**config.mk**
```make
export PLATFORM = sky130hd
export DESIGN_NAME = freq_watchdog
export DESIGN_NICKNAME = d
export VERILOG_FILES = /design/src/rtl/fwd_pkg.sv /design/src/rtl/fwd_tick.sv /design/src/rtl/fwd_count.sv /design/src/rtl/fwd_pulse.sv /design/src/rtl/freq_watchdog.sv
export SDC_FILE = /design/constraint.sdc
export NUM_CORES = 1
export LEC_CHECK = 0
export BUFFER_PORTS_ARGS = -buffer_cell sky130_fd_sc_hd__buf_4
export CAP_MARGIN = 20
export CORE_MARGIN = 5
export CORE_UTILIZATION = 55
export CTS_BUF_LIST = sky130_fd_sc_hd__clkbuf_8
export CTS_CLUSTER_SIZE = 24
export DETAILED_ROUTE_END_ITERATION = 16
export PLACE_DENSITY_LB_ADDON = 0.2
export RECOVER_POWER = 25
export SKIP_LAST_GASP = 1
export SLEW_MARGIN = 15
export SYNTH_ARGS = -nofsm -noshare
export SYNTH_HDL_FRONTEND = slang
export SYNTH_SLANG_ARGS = --single-unit
```
**constraint.sdc**
```tcl
create_clock -name clk_i -period 2.51 [get_ports clk_i]
set_input_delay 0.502 -clock clk_i [delete_from_list [all_inputs] [get_ports clk_i]]
set_output_delay 0.502 -clock clk_i [all_outputs]
set_load 0.05 [all_outputs]
```
**src/rtl/fwd_pkg.sv**
```systemverilog
package fwd_pkg;
  typedef enum logic [1:0] {
    SRC_NORMAL = 2'b00,
    SRC_STRAP  = 2'b01,
    SRC_PROG   = 2'b10
  } src_e;
endpackage

```
**src/rtl/fwd_tick.sv**
```systemverilog
module fwd_tick #(
  parameter int SHORT_TICKS = 8,
  parameter int LONG_TICKS  = 32
) (
  input  logic clk_i,
  input  logic rst_ni,
  input  logic run_i,
  input  logic restart_i,
  input  logic long_i,
  output logic tick_o
);
  localparam int MAXT = (LONG_TICKS > SHORT_TICKS) ? LONG_TICKS : SHORT_TICKS;
  localparam int CW   = $clog2(MAXT + 1);
  localparam logic [CW-1:0] LIM_S = CW'(SHORT_TICKS - 1);
  localparam logic [CW-1:0] LIM_L = CW'(LONG_TICKS - 1);

  logic [CW-1:0] cnt_q;
  logic [CW-1:0] lim;

  assign lim    = long_i ? LIM_L : LIM_S;
  assign tick_o = run_i && !restart_i && (cnt_q == lim);

  always_ff @(posedge clk_i or negedge rst_ni) begin
    if (!rst_ni)                  cnt_q <= '0;
    else if (!run_i || restart_i) cnt_q <= '0;
    else if (tick_o)              cnt_q <= '0;
    else                          cnt_q <= cnt_q + CW'(1);
  end
endmodule

```
**src/rtl/fwd_count.sv**
```systemverilog
module fwd_count #(
  parameter int CODE_W = 5
) (
  input  logic              clk_i,
  input  logic              rst_ni,
  input  logic              en_i,
  input  logic              start_i,
  input  logic [CODE_W-1:0] code_i,
  input  logic              tick_i,
  output logic              run_o,
  output logic              expire_o
);
  localparam int UW = CODE_W + 1;
  localparam logic [UW-1:0] FULL = UW'(1) << CODE_W;

  logic [UW-1:0] units_q;
  logic [UW-1:0] load;

  // code 0 stands for the full 2**CODE_W units
  assign load     = (code_i == '0) ? FULL : {1'b0, code_i};
  assign expire_o = en_i && run_o && !start_i && tick_i && (units_q == UW'(1));

  always_ff @(posedge clk_i or negedge rst_ni) begin
    if (!rst_ni) begin
      run_o   <= 1'b0;
      units_q <= FULL;
    end else if (!en_i) begin
      run_o   <= 1'b0;
      units_q <= load;
    end else if (start_i) begin
      run_o   <= 1'b1;
      units_q <= load;
    end else if (expire_o) begin
      run_o   <= 1'b0;
    end else if (tick_i) begin
      units_q <= units_q - UW'(1);
    end
  end
endmodule

```
**src/rtl/fwd_pulse.sv**
```systemverilog
module fwd_pulse #(
  parameter int LEN = 4
) (
  input  logic clk_i,
  input  logic rst_ni,
  input  logic trig_i,
  output logic active_o
);
  localparam int PW = $clog2(LEN + 1);
  localparam logic [PW-1:0] LEN_V = PW'(LEN);

  logic [PW-1:0] cnt_q;

  assign active_o = (cnt_q != '0);

  always_ff @(posedge clk_i or negedge rst_ni) begin
    if (!rst_ni)       cnt_q <= '0;
    else if (trig_i)   cnt_q <= LEN_V;
    else if (active_o) cnt_q <= cnt_q - PW'(1);
  end
endmodule

```
**src/rtl/freq_watchdog.sv**
```systemverilog
module freq_watchdog #(
  parameter int CODE_W      = 5,
  parameter int SHORT_TICKS = 8,
  parameter int LONG_TICKS  = 32,
  parameter int RST_LEN     = 4
) (
  input  logic              clk_i,
  input  logic              rst_ni,
  input  logic              wd_en_i,
  input  logic [CODE_W-1:0] timeout_code_i,
  input  logic              long_unit_i,
  input  logic              rst_on_wd_i,
  input  logic              rst_on_fchg_i,
  input  logic              rcv_src_i,
  input  logic              freq_change_i,
  input  logic              status_wr_i,
  input  logic              status_wdata_i,
  output logic              timeout_status_o,
  output logic              lock_o,
  output logic [1:0]        freq_src_o,
  output logic              chg_ok_o,
  output logic              rst_n_o,
  output logic              rst_oe_o
);
  import fwd_pkg::*;

  logic  accept, start, run, tick, expire, pulse_trig, pulse_act;
  logic  lock_q, sel_q, status_q, chg_ok_q;
  src_e  src;

  assign accept     = freq_change_i && !lock_q;
  assign start      = accept && wd_en_i;
  assign pulse_trig = (expire && rst_on_wd_i) || (accept && rst_on_fchg_i);

  fwd_tick #(.SHORT_TICKS(SHORT_TICKS), .LONG_TICKS(LONG_TICKS)) u_tick (
    .clk_i     (clk_i),
    .rst_ni    (rst_ni),
    .run_i     (run),
    .restart_i (start),
    .long_i    (long_unit_i),
    .tick_o    (tick)
  );

  fwd_count #(.CODE_W(CODE_W)) u_count (
    .clk_i    (clk_i),
    .rst_ni   (rst_ni),
    .en_i     (wd_en_i),
    .start_i  (start),
    .code_i   (timeout_code_i),
    .tick_i   (tick),
    .run_o    (run),
    .expire_o (expire)
  );

  fwd_pulse #(.LEN(RST_LEN)) u_pulse (
    .clk_i    (clk_i),
    .rst_ni   (rst_ni),
    .trig_i   (pulse_trig),
    .active_o (pulse_act)
  );

  always_ff @(posedge clk_i or negedge rst_ni) begin
    if (!rst_ni) begin
      lock_q   <= 1'b0;
      sel_q    <= 1'b0;
      status_q <= 1'b0;
      chg_ok_q <= 1'b0;
    end else begin
      chg_ok_q <= accept;
      if (!wd_en_i)    lock_q <= 1'b0;
      else if (expire) lock_q <= 1'b1;
      if (expire) sel_q <= rcv_src_i;
      // a set on expiry wins over a clear in the same cycle
      if (expire)                             status_q <= 1'b1;
      else if (status_wr_i && status_wdata_i) status_q <= 1'b0;
    end
  end

  always_comb begin
    if (!lock_q)    src = SRC_NORMAL;
    else if (sel_q) src = SRC_PROG;
    else            src = SRC_STRAP;
  end

  assign timeout_status_o = status_q;
  assign lock_o           = lock_q;
  assign freq_src_o       = src;
  assign chg_ok_o         = chg_ok_q;
  assign rst_oe_o         = pulse_act;
  assign rst_n_o          = !pulse_act;
endmodule

```
After elaboration in Yosys (flattened, before gate mapping)
Cells that the tools add are included.
- register bits after elaboration: 20
- output and inout bits: 7
- logic and storage cells: 58
- $add $sub $neg: 3
- eq/ne operators: 6
- multiplexer cells: 19
- reductions and logical operators: 22
- operator list (cell ; number):
    two-way mux 6 bit ; 7
    logical AND 1 bit ; 11
    two-way mux 1 bit ; 7
    adder 6 x 1 -> 6 bit (second input constant) ; 1
    equality test 6 x 1 -> 1 bit (second input constant) ; 1
    equality test 6 bit ; 1
    two-way mux 3 bit ; 2
    != test 3 x 1 -> 1 bit (second input constant) ; 2
    subtractor 6 x 1 -> 6 bit (second input constant) ; 1
    logical NOT 5 bit ; 1
    two-way mux 5 bit ; 1
    logical NOT 1 bit ; 4
    two-way mux 2 bit ; 2
    nonzero test 2 bit ; 2
    != test 3 x 2 -> 1 bit (second input constant) ; 1
    nonzero test 3 bit ; 1
    subtractor 3 x 1 -> 3 bit (second input constant) ; 1
    logical OR 1 bit ; 2
    != test 2 x 1 -> 1 bit (second input constant) ; 1
    AND reduction 2 bit ; 1

Depth between registers and ports, before layout
- depth in word-level cells: 11
- mapped depth: 7
- depth with buffers taken out: 6

Modules after synthesis
Synthesis repeated with hierarchy kept, for this count alone.
- cell total of the unflattened synthesis: 107
- area total of the unflattened synthesis: 1079.8 um^2
- by module, submodules not included (module ; instances ; cells each ; area an instance (um^2) ; sequential area each (um^2)):
    fwd_count ; 1 ; 48 ; 430.4 ; 176.4
    fwd_tick ; 1 ; 29 ; 297.8 ; 150.1
    fwd_pulse ; 1 ; 16 ; 177.7 ; 75.1
    freq_watchdog ; 1 ; 14 ; 173.9 ; 100.1

Worst setup path after synthesis
Ideal clock, no wire load.
- kind: register -> output
- from: reg u_pulse.cnt_q[0]
- to: out rst_oe_o
- data arrival time: 1.678 ns
- data required time: 2.008 ns
- path slack: 0.330 ns
- cell stages (with the launch flop): 6
- cells stage by stage: dfrtp_1 > inv_1 > ha_1 > nor2b_1 > clkbuf_1 > inv_1
- word-level cells in the longest chain between the ends: 1
- RTL lines (item ; RTL line ; text):
    from (decl) ; fwd_pulse.sv:12 ; logic [PW-1:0] cnt_q;
    from (signal assigned) ; fwd_pulse.sv:19 ; else if (active_o) cnt_q <= cnt_q - PW'(1);
    nonzero test 3 bit ; fwd_pulse.sv:14 ; assign active_o = (cnt_q != '0);
    to (decl) ; freq_watchdog.sv:23 ; output logic rst_oe_o
No other way between the ends.

Worst setup path after layout
- from: reg u_count.units_q[1]
- to: reg sel_q
- word-level cells in the longest chain between the ends: 2
- RTL lines (item ; RTL line ; text):
    from (decl) ; fwd_count.sv:16 ; logic [UW-1:0] units_q;
    from (signal assigned) ; fwd_count.sv:29 ; units_q <= load;
    from (signal assigned) ; fwd_count.sv:32 ; units_q <= load;
    from (signal assigned) ; fwd_count.sv:36 ; units_q <= units_q - UW'(1);
    equality test 6 x 1 -> 1 bit ; fwd_count.sv:21 ; assign expire_o = en_i && run_o && !start_i && tick_i && (units_q == UW'(1));
    logical AND 1 bit ; fwd_count.sv:21 ;
    to (signal assigned) ; freq_watchdog.sv:72 ; if (expire) sel_q <= rcv_src_i;
    to (decl) ; freq_watchdog.sv:28 ; logic lock_q, sel_q, status_q, chg_ok_q;
No other way between the ends.
A chain may end at the register's enable or synchronous reset.

==> flow_summary.json <==
{
  "cts_resized": 0,
  "power.leakage_uw": 0.000628,
  "syn_inst": 117,
  "synth_edf_count": 0,
  "die_area_um2": 3030,
  "grt_pass1_vias": 961,
  "tns_ns": 0,
  "async_reset_ff_share_pct": 100,
  "postCtsHoldBufs": 0,
  "synth_flop_cell": "dfrtp_1",
  "remaining_drc_errors": 0,
  "p_total_uw": 888,
  "critical_path_arrival_ns": 2.17,
  "pre_cts_ws_ns": 0.345,
  "gr-total-overflow": 0,
  "start_util_pct": 57.5,
  "cp-end-kind": "flip-flop",
  "maxCapViolations": 0,
  "grt_use_met3_pct": 5.90,
  "die_height_um": 55.1,
  "cp_max_fo": 8,
  "max_slew_margin_pct": 29.2,
  "ys_top_cells_by_count": "dfrtp_1, nor2_1, nand2_1",
  "skew_ns": 0.00176,
  "synth_warnings": 0,
  "fmax_ghz": 0.492,
  "tightest_slew_ns": 1.06,
  "clock_sinks": 20,
  "wl_um": 2550,
  "synth.area.top_cells": "dfrtp_1, ha_1, nor2_1, o31ai_1, a31oi_1",
  "ys_seq_elements": 20,
  "start_kind": "flip-flop",
  "pin_count": 22,
  "r2r_start": "u_count.units_q[1]",
  "core_um2": 1940,
  "rsz0062_at_grt": "false",
  "post_cts_buffers": 0,
  "setup_viol": 0,
  "cp.required_ns": 2.65,
  "worst_slack_ns": 0.478,
  "wire_per_inst_um": 15.2,
  "cts_buffers": 3,
  "vias": 975,
  "netlist_area_um2": 1120,
  "busiest_layer": "met2",
  "area_delta_synth_final_pct": 20.8,
  "grt_pass1_wl_um": 4410,
  "dr.pass1.iters": 4,
  "grt_antenna_before_repair": 0,
  "diodes": 0,
  "die_w_um": 55.1,
  "yosysTopAreaCellShare_pct": 42.6,
  "synth.yosys.seq_area_share_pct": 44.9,
  "via_per_inst": 5.84,
  "ir_drop_uv": 464,
  "drtAntennaViolNets": 0,
  "gp_congestion": 0.795,
  "ys_types": 36,
  "status": "finished clean",
  "cts-root-buf": "clkbuf_8",
  "num_rows": 16,
  "slew_viol_final": 0,
  "grt_max_degree": 21,
  "worstSetupStartpoint": "u_count.units_q[1]",
  "drt_iter0_drc": 30,
  "grtUsageMet1_pct": 26.2,
  "critical_path_class": "reg -> reg",
  "avgSynthCellArea_um2": 9.55,
  "yosys.area.top_type": "dfrtp_1",
  "clk_pin_slew_ns": 0.07,
  "hold_class": "in -> async",
  "htreeDepth": 1,
  "hold_violations": 0,
  "synth_nets": 137,
  "cts_tree": "yes",
  "clk_latency_ns": 0.26,
  "finalCritPeriodShare_pct": 80.9,
  "final_nets": 161,
  "synth.most_common_cell": "dfrtp_1",
  "io_buffers": 21,
  "p_per_area_nw_per_um2": 658,
  "drive_gt1_share_pct": 23.6,
  "grt_usage_pct": 20.9,
  "use_met2_pct": 33.3,
  "period_needed_ns": 2.03,
  "cts_buffer_depth": 2
}
## cell families after synthesis
family	after synthesis	synth area share, %
AND/OR/NAND/NOR	50	24.5
AO/OA/AOI/OAI	25	16.0
flip-flops	20	44.9
buffers and inverters	11	3.70
XOR/XNOR	5	3.92
adder cells (fa/ha/maj)	5	5.60
multiplexers	1	1.34
## final timing paths
path                                            to  slack [ns]  cells past startpoint
worst max-delay path                         sel_q        0.48                      6
worst max register to register               sel_q        0.48                      6
worst min register to register     u_tick.cnt_q[0]        0.47                      1
min in group clk_i                u_pulse.cnt_q[0]        0.44                      2
worst min-delay path               u_tick.cnt_q[0]        0.41                      1
max in group asynchronous       u_count.units_q[3]        1.46                      1
## power by group
group          switching (uW)  internal (uW)  leakage, uW
registers                27.6            361     0.000252
clock network             103            109    0.0000269
logic                     173            115     0.000349
total                     303            585     0.000628
## layer usage
| layer | wire length, um | share of wire (%) |
|---|---|---|
| met2 | 1240 | 49 |
| met4 | 63 | 2.5 |
| met5 | 0 | 0 |
| met3 | 139 | 5.5 |
| met1 | 1100 | 43 |
## critical path, cell delays in order (launching register included)
cell,delay [ns]
dfrtp_1,0.39
inv_1,0.09
ha_1,0.15
nand2b_1,0.07
or4_1,0.58
nor4_4,0.31
mux2_4,0.33
## flip-flops by register name, summed over array words and instances, names as in the netlist
register / flops
u_tick.cnt_q: 6
sel_q: 1
u_count.units_q: 6
lock_o: 1
u_count.run_o: 1
u_pulse.cnt_q: 3
timeout_status_o: 1
chg_ok_o: 1
## placed cells by master, fill, tap and decap left out, drive strengths merged
cell and count:
a211o 1, a211oi 1, a21boi 1, a21o 3, a21oi 3, a221oi 2
a22oi 1, a31o 1, a31oi 5, and2 2, and3 1, and4 1
and4b 1, buf 22, clkbuf 4, dfrtp 19, dfstp 1, ha 5
inv 8, mux2 1, nand2 8, nand2b 2, nand3 3, nand3b 1
nand4 4, nor2 15, nor2b 4, nor3 1, nor4 3, o21ai 2
o31ai 5, or3 3, or4 1, xnor2 3, xor2 2
## area by class of cell
class                      instances  area [um2]
clock buffer                       3        41.3
clock inverter                     1        3.75
fill                             148         592
inverter                           7        26.3
multi-input combinational         86         574
sequential                        20         502
tap                               27        33.8
timing repair buffer              23         169
## per-stage QoR
step                      area (um2)  utilization [%]  hold WS (ns)  std cells
final                           1350             69.5         0.410        167
after detailed placement        1310             67.4         0.395        163
after global placement          1310             67.4         0.396        163
after floorplan                 1120                -         0.206        117
after global routing            1350             69.5         0.448        167
after CTS                       1350             69.7         0.115        167
(Power assumes the default switching activity.)
